`config.mk`:
```
export PLATFORM = sky130hd
export DESIGN_NAME = dst_adjuster
export DESIGN_NICKNAME = d
export VERILOG_FILES = /design/src/rtl/dst_pkg.sv /design/src/rtl/dst_cfg_regs.sv /design/src/rtl/dst_cal_decode.sv /design/src/rtl/dst_rule_match.sv /design/src/rtl/dst_adjuster.sv
export SDC_FILE = /design/constraint.sdc
export NUM_CORES = 1
export LEC_CHECK = 0
export ABC_AREA = 1
export BUFFER_PORTS_ARGS = -buffer_cell sky130_fd_sc_hd__buf_2
export CAP_MARGIN = 10
export CORE_UTILIZATION = 35
export CTS_BUF_LIST = sky130_fd_sc_hd__clkbuf_8
export DETAILED_ROUTE_END_ITERATION = 10
export PLACE_DENSITY = 0.61
export SLEW_MARGIN = 20
export SYNTH_ARGS = -nofsm -noshare
export SYNTH_HDL_FRONTEND = slang
export SYNTH_SLANG_ARGS = --single-unit
```
`constraint.sdc`:
```
create_clock -name clk -period 2 [get_ports clk]
set_clock_uncertainty 0.2 [all_clocks]
set_input_delay 0.1 -clock clk [delete_from_list [all_inputs] [get_ports clk]]
set_output_delay 0.1 -clock clk [all_outputs]
set_load 0.01 [all_outputs]
```
`src/rtl/dst_pkg.sv`:
```
package dst_pkg;

    localparam int RULES          = 2;
    localparam int BYTES_PER_RULE = 4;
    localparam int NUM_REGS       = RULES * BYTES_PER_RULE;
    localparam int CFG_ADDR_W     = $clog2(NUM_REGS);
    localparam int ENA_BIT        = 7;
    localparam int PRIO_BIT       = 6;
    localparam logic [2:0] WK_LAST    = 3'd7;
    localparam logic [2:0] WK_INVALID = 3'd6;

    // byte slots inside one rule
    localparam int SLOT_MONTH = 0;
    localparam int SLOT_DAY   = 1;
    localparam int SLOT_DATE  = 2;
    localparam int SLOT_HOUR  = 3;

    typedef enum logic [1:0] {
        ST_IDLE = 2'd0,
        ST_FWD  = 2'd1,
        ST_REV  = 2'd2
    } adj_state_e;

    function automatic logic [7:0] reg_default(input int idx);
        case (idx % BYTES_PER_RULE)
            SLOT_MONTH: reg_default = (idx < BYTES_PER_RULE) ? 8'h04 : 8'h10;
            SLOT_DAY:   reg_default = 8'h00;
            SLOT_DATE:  reg_default = 8'h01;
            default:    reg_default = 8'h02;
        endcase
    endfunction

    function automatic logic [7:0] reg_mask(input int idx);
        case (idx % BYTES_PER_RULE)
            SLOT_MONTH: reg_mask = (idx == 0) ? 8'h9F : 8'h1F;
            SLOT_DAY:   reg_mask = 8'h7F;
            SLOT_DATE:  reg_mask = 8'h3F;
            default:    reg_mask = 8'hBF;
        endcase
    endfunction

    function automatic logic [7:0] bcd_to_bin(input logic [7:0] bcd);
        bcd_to_bin = ({4'b0, bcd[7:4]} * 8'd10) + {4'b0, bcd[3:0]};
    endfunction

    function automatic logic [4:0] month_days(input logic [7:0] mon_bin,
                                              input logic [7:0] yr_bin);
        case (mon_bin)
            8'd2:                     month_days = (yr_bin[1:0] == 2'b00) ? 5'd29 : 5'd28;
            8'd4, 8'd6, 8'd9, 8'd11:  month_days = 5'd30;
            default:                  month_days = 5'd31;
        endcase
    endfunction

endpackage

```
`src/rtl/dst_cfg_regs.sv`:
```
module dst_cfg_regs
    import dst_pkg::*;
(
    input  logic                  clk,
    input  logic                  rst_n,
    input  logic                  wr_en,
    input  logic [CFG_ADDR_W-1:0] addr,
    input  logic [7:0]            wdata,
    output logic [7:0]            rdata,
    output logic [NUM_REGS*8-1:0] regs_flat,
    output logic                  enable,
    output logic                  ena_clear
);

    logic [7:0] regs [NUM_REGS];

    for (genvar i = 0; i < NUM_REGS; i++) begin : g_reg
        always_ff @(posedge clk or negedge rst_n) begin
            if (!rst_n) begin
                regs[i] <= reg_default(i);
            end else if (wr_en && (addr == CFG_ADDR_W'(i))) begin
                regs[i] <= wdata & reg_mask(i);
            end
        end
        assign regs_flat[i*8 +: 8] = regs[i];
    end

    assign rdata     = regs[addr];
    assign enable    = regs[0][ENA_BIT];
    assign ena_clear = wr_en && (addr == '0) && !wdata[ENA_BIT];

endmodule

```
`src/rtl/dst_cal_decode.sv`:
```
module dst_cal_decode
    import dst_pkg::*;
(
    input  logic [7:0] cal_year,
    input  logic [7:0] cal_month,
    input  logic [7:0] cal_date,
    output logic [2:0] week_of_month,
    output logic       last_week
);

    logic [7:0] date_bin;
    logic [7:0] mon_bin;
    logic [7:0] yr_bin;
    logic [4:0] dim;
    logic [7:0] wom_full;

    always_comb begin
        date_bin = bcd_to_bin(cal_date);
        mon_bin  = bcd_to_bin(cal_month);
        yr_bin   = bcd_to_bin(cal_year);
        dim      = month_days(mon_bin, yr_bin);
        if (date_bin == 8'd0) begin
            wom_full = 8'd0;
        end else begin
            wom_full = ((date_bin - 8'd1) / 8'd7) + 8'd1;
        end
        week_of_month = wom_full[2:0];
        last_week     = (date_bin + 8'd7) > {3'b0, dim};
    end

endmodule

```
`src/rtl/dst_rule_match.sv`:
```
module dst_rule_match
    import dst_pkg::*;
(
    input  logic [7:0] rule_month,
    input  logic [7:0] rule_day,
    input  logic [7:0] rule_date,
    input  logic [7:0] rule_hour,
    input  logic [7:0] cal_month,
    input  logic [7:0] cal_date,
    input  logic [2:0] cal_wday,
    input  logic [7:0] cal_hour,
    input  logic [2:0] week_of_month,
    input  logic       last_week,
    output logic       match
);

    logic [2:0] wk_sel;
    logic       month_ok;
    logic       week_ok;
    logic       day_ok;
    logic       hour_ok;

    always_comb begin
        wk_sel   = rule_day[5:3];
        month_ok = (rule_month[4:0] == cal_month[4:0]);
        if (wk_sel == WK_LAST) begin
            week_ok = last_week;
        end else if ((wk_sel == 3'd0) || (wk_sel == WK_INVALID)) begin
            week_ok = 1'b0;
        end else begin
            week_ok = (wk_sel == week_of_month);
        end
        if (rule_day[PRIO_BIT]) begin
            day_ok = week_ok && (rule_day[2:0] == cal_wday);
        end else begin
            day_ok = (rule_date[5:0] == cal_date[5:0]);
        end
        hour_ok = (rule_hour[7] == cal_hour[7]) && (rule_hour[5:0] == cal_hour[5:0]);
        match   = month_ok && day_ok && hour_ok;
    end

endmodule

```
`src/rtl/dst_adjuster.sv`:
```
module dst_adjuster
    import dst_pkg::*;
(
    input  logic                  clk,
    input  logic                  rst_n,
    input  logic                  cfg_wr_en,
    input  logic [CFG_ADDR_W-1:0] cfg_addr,
    input  logic [7:0]            cfg_wdata,
    output logic [7:0]            cfg_rdata,
    input  logic [7:0]            cal_year,
    input  logic [7:0]            cal_month,
    input  logic [7:0]            cal_date,
    input  logic [2:0]            cal_wday,
    input  logic [7:0]            cal_hour,
    input  logic [7:0]            cal_min,
    input  logic [7:0]            cal_sec,
    input  logic                  sec_tick,
    output logic                  adj_fwd,
    output logic                  adj_rev,
    output logic                  dst_active
);

    localparam int FWD_IDX = 0;
    localparam int REV_IDX = 1;

    logic [NUM_REGS*8-1:0] regs_flat;
    logic                  enable;
    logic                  ena_clear;
    logic [2:0]            week_of_month;
    logic                  last_week;
    logic [RULES-1:0]      rule_hit;

    adj_state_e state_q;
    adj_state_e state_d;

    logic top_of_hour;
    logic last_hour;
    logic first_hour;
    logic go_fwd;
    logic go_rev;
    logic status_q;

    dst_cfg_regs u_regs (
        .clk       (clk),
        .rst_n     (rst_n),
        .wr_en     (cfg_wr_en),
        .addr      (cfg_addr),
        .wdata     (cfg_wdata),
        .rdata     (cfg_rdata),
        .regs_flat (regs_flat),
        .enable    (enable),
        .ena_clear (ena_clear)
    );

    dst_cal_decode u_decode (
        .cal_year      (cal_year),
        .cal_month     (cal_month),
        .cal_date      (cal_date),
        .week_of_month (week_of_month),
        .last_week     (last_week)
    );

    for (genvar r = 0; r < RULES; r++) begin : g_rule
        localparam int BASE = r * BYTES_PER_RULE * 8;
        dst_rule_match u_match (
            .rule_month    (regs_flat[BASE + SLOT_MONTH*8 +: 8]),
            .rule_day      (regs_flat[BASE + SLOT_DAY*8   +: 8]),
            .rule_date     (regs_flat[BASE + SLOT_DATE*8  +: 8]),
            .rule_hour     (regs_flat[BASE + SLOT_HOUR*8  +: 8]),
            .cal_month     (cal_month),
            .cal_date      (cal_date),
            .cal_wday      (cal_wday),
            .cal_hour      (cal_hour),
            .week_of_month (week_of_month),
            .last_week     (last_week),
            .match         (rule_hit[r])
        );
    end

    // Hour-edge guards keep a jump inside the current day.
    always_comb begin
        top_of_hour = sec_tick && (cal_min == 8'h00) && (cal_sec == 8'h00);
        if (cal_hour[7]) begin
            last_hour  = (cal_hour[5:0] == 6'h23);
            first_hour = (cal_hour[5:0] == 6'h00);
        end else begin
            last_hour  = cal_hour[5] && (cal_hour[4:0] == 5'h11);
            first_hour = !cal_hour[5] && (cal_hour[4:0] == 5'h12);
        end
        go_fwd = top_of_hour && enable && !status_q && rule_hit[FWD_IDX] && !last_hour;
        go_rev = top_of_hour && enable &&  status_q && rule_hit[REV_IDX] && !first_hour;
    end

    // State register
    always_ff @(posedge clk or negedge rst_n) begin
        if (!rst_n) begin
            state_q <= ST_IDLE;
        end else begin
            state_q <= state_d;
        end
    end

    // Next state
    always_comb begin
        state_d = state_q;
        unique case (state_q)
            ST_IDLE: begin
                if (go_fwd) begin
                    state_d = ST_FWD;
                end else if (go_rev) begin
                    state_d = ST_REV;
                end
            end
            ST_FWD:  state_d = ST_IDLE;
            ST_REV:  state_d = ST_IDLE;
            default: state_d = ST_IDLE;
        endcase
    end

    // Outputs
    always_comb begin
        adj_fwd = 1'b0;
        adj_rev = 1'b0;
        unique case (state_q)
            ST_IDLE: ;
            ST_FWD:  adj_fwd = 1'b1;
            ST_REV:  adj_rev = 1'b1;
            default: ;
        endcase
    end

    // Shift status
    always_ff @(posedge clk or negedge rst_n) begin
        if (!rst_n) begin
            status_q <= 1'b0;
        end else if (ena_clear) begin
            status_q <= 1'b0;
        end else if ((state_q == ST_IDLE) && (state_d == ST_FWD)) begin
            status_q <= 1'b1;
        end else if ((state_q == ST_IDLE) && (state_d == ST_REV)) begin
            status_q <= 1'b0;
        end
    end

    assign dst_active = status_q;

endmodule

```
== After elaboration in Yosys (flattened, before gate mapping) ==
Cells that the tools add are included.
Storage, ports and cells
  output and inout bits: 11
  flip-flop bits (word level): 54
  word-level logic and storage cells: 128
Operators by class
  add/subtract/negate cells: 6
  multipliers: 3
  muxes and demuxes: 22
  reduce and logical (&&, ||, !) cells: 48
  eq/ne operators: 35
  divide/modulo/power cells: 1
  order comparisons: 2
  bitwise gates (word level): 1
Operator list (number)
  $logic_and A1 B1 Y1: 30
  $bmux W8 S3: 1
  $eq A3 B3 Y1 const B: 8
  $eq A6 B6 Y1: 4
  $logic_not A8 Y1: 3
  $add A8 B4 Y8: 2
  $eq A8 B3 Y1 const B: 2
  $eq A8 B4 Y1 const B: 2
  $mux W8: 2
  $mul A4 B3 Y7 const B: 2
  $mux W1: 14
  $eq A3 B3 Y1: 4
  $eq A5 B5 Y1: 2
  $eq A5 B5 Y1 const B: 2
  $pmux W5 S2: 1
  $logic_not A3 Y1: 3
  $add A8 B3 Y8 const B: 1
  $div A8 B3 Y8 const B: 1
  $eq A8 B2 Y1 const B: 1
  $gt A8 B5 Y1: 1
  $sub A8 B1 Y8 const B: 1
  $eq A3 B2 Y1 const B: 2
  $eq A6 B6 Y1 const B: 1
  $logic_not A6 Y1: 1
  other kinds (16): 27

== Depth between registers and ports, before layout ==
  depth after elaboration: 23
  mapped depth: 46
  gate-level depth less buffers: 46

== Hierarchy ==
A second synthesis with hierarchy kept.
Second synthesis, totals
  cell total of the unflattened synthesis: 833
  area, all modules: 5161.2 um^2
Modules (own cells, without submodules)
  dst_cfg_regs: cells an instance 339, area each 2541.2 um^2, instances 1
  dst_cal_decode: cells an instance 223, area each 1366.3 um^2, instances 1
  dst_rule_match: cells an instance 102, area each 449.2 um^2, instances 2
  dst_adjuster: cells an instance 67, area each 355.3 um^2, instances 1

== Worst setup path before layout ==
No wires, ideal clock.
  kind: input to register
  start: in cal_date[5]
  end: reg status_q (netlist: dst_active)
  path slack: -2767 ps
  required time: 1727 ps
  buffers on the path: 0
  data arrival time: 4494 ps
  cell stages on the path: 40
  path through: ha_1 ha_1 fa_1 nand2_1 inv_1 nand3_1 nand2_4 nand3_1 nand2_2 nand2_2 nand2_2 nand3_1 a21oi_2 nand2_2 nand2_2 nand2_4 nand3_4 nand2_4 (+4 left out) nand3_2 nand3_4 nand2_2 nand2_1 nand2_1 inv_2 nand2_1 ha_1 or2_1 nand3_1 o21ai_0 a21oi_1 nand3_1 nand2_1 nand2_1 nand2_1 nand3_1 a21oi_2
On the way
  longest elaborated chain between the ends: 22
  elaborated cells between the ends (all ways): 39
  those cells by class: 4 x add/sub; 1 x mul; 1 x div; 1 x order compare; 6 x eq/ne; 12 x mux; 14 x reduce/logical
Ends and longest elaborated chain
  start: declaration: line dst_adjuster.sv:12  | input logic [7:0] cal_date,
  $mul A4 B3 Y7: line dst_pkg.sv:43  | bcd_to_bin = ({4'b0, bcd[7:4]} * 8'd10) + {4'b0, bcd[3:0]};
  $add A8 B4 Y8: line dst_pkg.sv:43
  $sub A8 B1 Y8: line dst_cal_decode.sv:25  | wom_full = ((date_bin - 8'd1) / 8'd7) + 8'd1;
  $div A8 B3 Y8: line dst_cal_decode.sv:25
  $add A3 B1 Y3: line dst_cal_decode.sv:25
  $mux W3: line dst_cal_decode.sv:22  | if (date_bin == 8'd0) begin
  $eq A3 B3 Y1: line dst_rule_match.sv:31  | week_ok = (wk_sel == week_of_month);
  $mux W1: line dst_rule_match.sv:28  | end else if ((wk_sel == 3'd0) || (wk_sel == WK_INVALID)) begin
  (+5 left out)
  $logic_and A1 B1 Y1 (2 in a row): line dst_adjuster.sv:91  | go_rev = top_of_hour && enable && status_q && rule_hit[REV_IDX] && !first_hour;
  $mux W2: line dst_adjuster.sv:110  | end else if (go_rev) begin
  $mux W2 *: line dst_adjuster.sv:108  | if (go_fwd) begin
  $mux W2 *: line dst_adjuster.sv:106  | unique case (state_q)
  $eq A2 B1 Y1: line dst_adjuster.sv:138  | end else if ((state_q == ST_IDLE) && (state_d == ST_FWD)) begin
  $logic_and A1 B1 Y1: line dst_adjuster.sv:138
  $mux W1: line dst_adjuster.sv:138
  $mux W1: line dst_adjuster.sv:136  | end else if (ena_clear) begin
  end signal: assignment: line dst_adjuster.sv:135  | status_q <= 1'b0;
  end signal: assignment: line dst_adjuster.sv:137  | status_q <= 1'b0;
  end signal: assignment: line dst_adjuster.sv:139  | status_q <= 1'b1;
  end: declaration: line dst_adjuster.sv:41  | logic status_q;
Every way passes the cells marked *; elsewhere a longest branch is shown, timed or not.
A chain may end at the register's enable or synchronous reset.

== Worst setup path in the final report ==
Same ends and word-level chain as after synthesis.

==> run_results.csv <==
group,metric,value,unit
run_status,run_status,"finished with violations",
run_status,failed_checks,"negative hold slack, negative setup slack",
finish,nNetsFinal,948,
die,pin_count,77,
finish,fillers,1387,
setup_path,endpoint_kind,"register",
timing,period_share,223,%
setup_path,r2r-start,"u_regs.regs_flat[26]",
die,die_w,120,um
setup_path,slowest_delay,0.58,ns
finish,multi_input_area,3280,um2
placement,place_congestion,0.918,
finish,fin_cells,1034,
routing,dr.pass1.iters,5,
logic_synthesis,syn_avg_cell_area,7.00,um2
placement,dp_hpwl,12000,um
die,rows,42,
global_routing,gr-total-overflow,0,
clocking,clk_latency,0.31,ns
setup_path,startpoint_type,"input port",
logic_synthesis,synthCells,691,
setup_path,cp_max_fo,6,
setup_path,criticalPathCategory,"in -> reg",
routing,drt_wl_total,15100,um
clocking,cts_buffers,5,
clocking,h-tree-depth,2,
setup_path,crit_path_top_delay_cell,"fa_2",
worst_hold_path,hp-class,"in -> async",
logic_synthesis,ys_types,46,
setup_path,rrSetupSlack,-0.03,ns
timing,max_freq,224,MHz
routing,via_per_inst,5.12,
routing,avgRoutedWirePerCell,14.6,um
timing,setup_ws,-2.46,ns
die,start_util,36.2,%
finish,final_common_cell,"nand2_1",
logic_synthesis,async_reset_ff_share,100,%
logic_synthesis,synth_flop_cell,"dfrtp_1",
logic_synthesis,yosysSeqAreaShare,28.1,%
timing,hold_viol_final,9,
routing,ant_nets,0,
clocking,cts_tree,"built",
finish,layout-drive-gt1-share,30.9,%
setup_path,required,2.01,ns
timing,setup_viol,3,
pwr,vdd_ir_drop_max,361,uV
clocking,cts_root_buf,"clkbuf_8",
pwr,p_per_area,811,nW/um2
timing,slew_headroom,70.6,%
finish,n_antenna_cell,0,
setup_path,path_delay_family,"simple AND/OR/NAND/NOR gates",
timing,fin_crit,4.46,ns
global_routing,grt_pass1_wl,24400,um
clocking,clockBufferDepth,2,
finish,regArea,1360,um2
global_routing,antenna_found_initial,0,
global_routing,grt_max_degree,45,
timing,fin_hold_ws,-0.00662,ns
setup_path,r2r_end,"dst_active",
global_routing,grt_pass1_vias,4903,
finish,final_cell_mix,"145 x nand2_1, 96 x inv_1, 89 x buf_4",
pwr,leakage,3.21,nW
setup_path,critPathBufInv,5,
logic_synthesis,ys_seq_elements,54,
clocking,cts.sink_count,54,
logic_synthesis,yosys_warnings,0,
logic_synthesis,netlist_area,4840,um2
placement,dp_cells,1008,
routing,drc_errors,0,
die,die-area,14300,um2
routing,drt_iter0_drc,502,
setup_path,reg2reg_depth,7,
timing,tightest_slew,0.440,ns
clocking,clk_pin_slew,0.09,ns
finish,syn_to_final_growth,34.3,%
setup_path,critPathMostFrequentCell,"nand2_2",
job,max-cap-violations,0,
pwr,power,5.27,mW
die,core_area,13300,um2
timing,rsz0062_at_grt,"yes",
routing,vias,5291,
logic_synthesis,synth-edff-count,0,
placement,portBuffers,70,
logic_synthesis,syn_nets,782,
setup_path,cp.arrival,4.47,ns
die,fp.dieH,120,um
timing,report.final.slew_viol_count,0,
global_routing,grt_use_total,21.5,%
==> repair_timing <==
item,4_1_cts,5_1_grt
hold endpoints to repair,63,0
hold buffers,9,0
pin swaps,5,34
buffers inserted,6,3
gates resized for setup,9,30
setup endpoints to repair,3,5
==> per-stage QoR <==
| stage | TNS [ns] | setup WS [ns] | instance area, um2 | utilization, % |
|---|---|---|---|---|
| after global placement | -8.09 | -2.75 | 6070 | 45.5 |
| after CTS | -7.12 | -2.42 | 6350 | 47.6 |
| after detailed placement | -8.43 | -2.86 | 6070 | 45.5 |
| after global routing | -8.56 | -2.88 | 6500 | 48.7 |
| after floorplan | -7.34 | -2.50 | 4920 | - |
| final | -7.35 | -2.46 | 6500 | 48.7 |
==> sequential cells by signal, indices dropped and copies added (netlist names) <==
| signal | cells |
|---|---|
| u_regs.enable | 1 |
| u_regs.regs_flat | 50 |
| state_q | 2 |
| dst_active | 1 |
==> cell families (layout without fill, tap and decap cells) <==
family          Yosys count  after routing  share of synthesized area [%]
compound gates          132            132                           16.4
buf+inv                 112            279                           8.69
fa+ha+maj                25             25                           7.09
simple gates            339            339                           34.2
flops                    54             54                           28.1
xor+xnor                 29             29                           5.56
==> metal layers <==
metal / vias to the layer above / global-route usage (%) / part of all wire (%)
li1: 2654 / - / -
met1: 2419 / 31.5 / 47
met2: 195 / 33.9 / 46
met3: 23 / 2.00 / 5.8
met4: 0 / 5.31 / 1.7
met5: - / 0 / 0
==> how the worst max path moves through the flow <==
stage	start	endpoint	slack [ns]	cells past startpoint
2_1_floorplan	cal_date[5]	dst_active	-2.50	42
3_3_place_gp	cal_date[5]	dst_active	-2.75	42
3_5_place_dp	cal_date[5]	dst_active	-2.86	45
4_1_cts	cal_date[5]	dst_active	-2.42	45
5_1_grt	cal_date[5]	dst_active	-2.88	46
6_report	cal_date[5]	dst_active	-2.46	46
==> layout make-up <==
cell class	count	share of cell area (%)
clock buffer	5	1.06
clock inverter	3	0.577
inverter	102	5.89
multi-input combinational	525	50.5
sequential	54	20.9
tap	176	3.39
timing repair buffer	169	17.7
==> report_power, final <==
part	leakage, nW	switching (mW)	internal, mW
clock network	0.0607	0.357	0.365
logic	2.49	1.65	1.37
registers	0.662	0.218	1.31
==> Yosys cell counts, types with 3 or more instances <==
master / count / share of area [%]
nand2_1: 161 / 12
inv_1: 96 / 7.4
o21ai_0: 67 / 6.9
nor2_1: 51 / 4.0
dfrtp_1: 48 / 25
nand3_1: 33 / 3.4
nand4_1: 22 / 2.8
ha_1: 21 / 5.4
xnor2_1: 20 / 3.6
a21oi_1: 18 / 1.9
nand2_2: 17 / 2.2
o22ai_1: 16 / 2.1
nor4_1: 14 / 1.8
a221oi_1: 13 / 2.4
clkbuf_1: 10 / 0.78
nand3_2: 7 / 1.4
xor2_1: 7 / 1.3
dfstp_2: 6 / 3.3
inv_2: 6 / 0.47
nor3_1: 6 / 0.62
o2111ai_1: 5 / 0.91
fa_1: 4 / 1.7
nand2_4: 4 / 0.93
a21oi_2: 3 / 0.54
nand3_4: 3 / 1.1
nand3b_1: 3 / 0.47
nor2_2: 3 / 0.39
nor2_4: 3 / 0.70
or2_2: 3 / 0.39
Power figures use the tool's default switching activity.
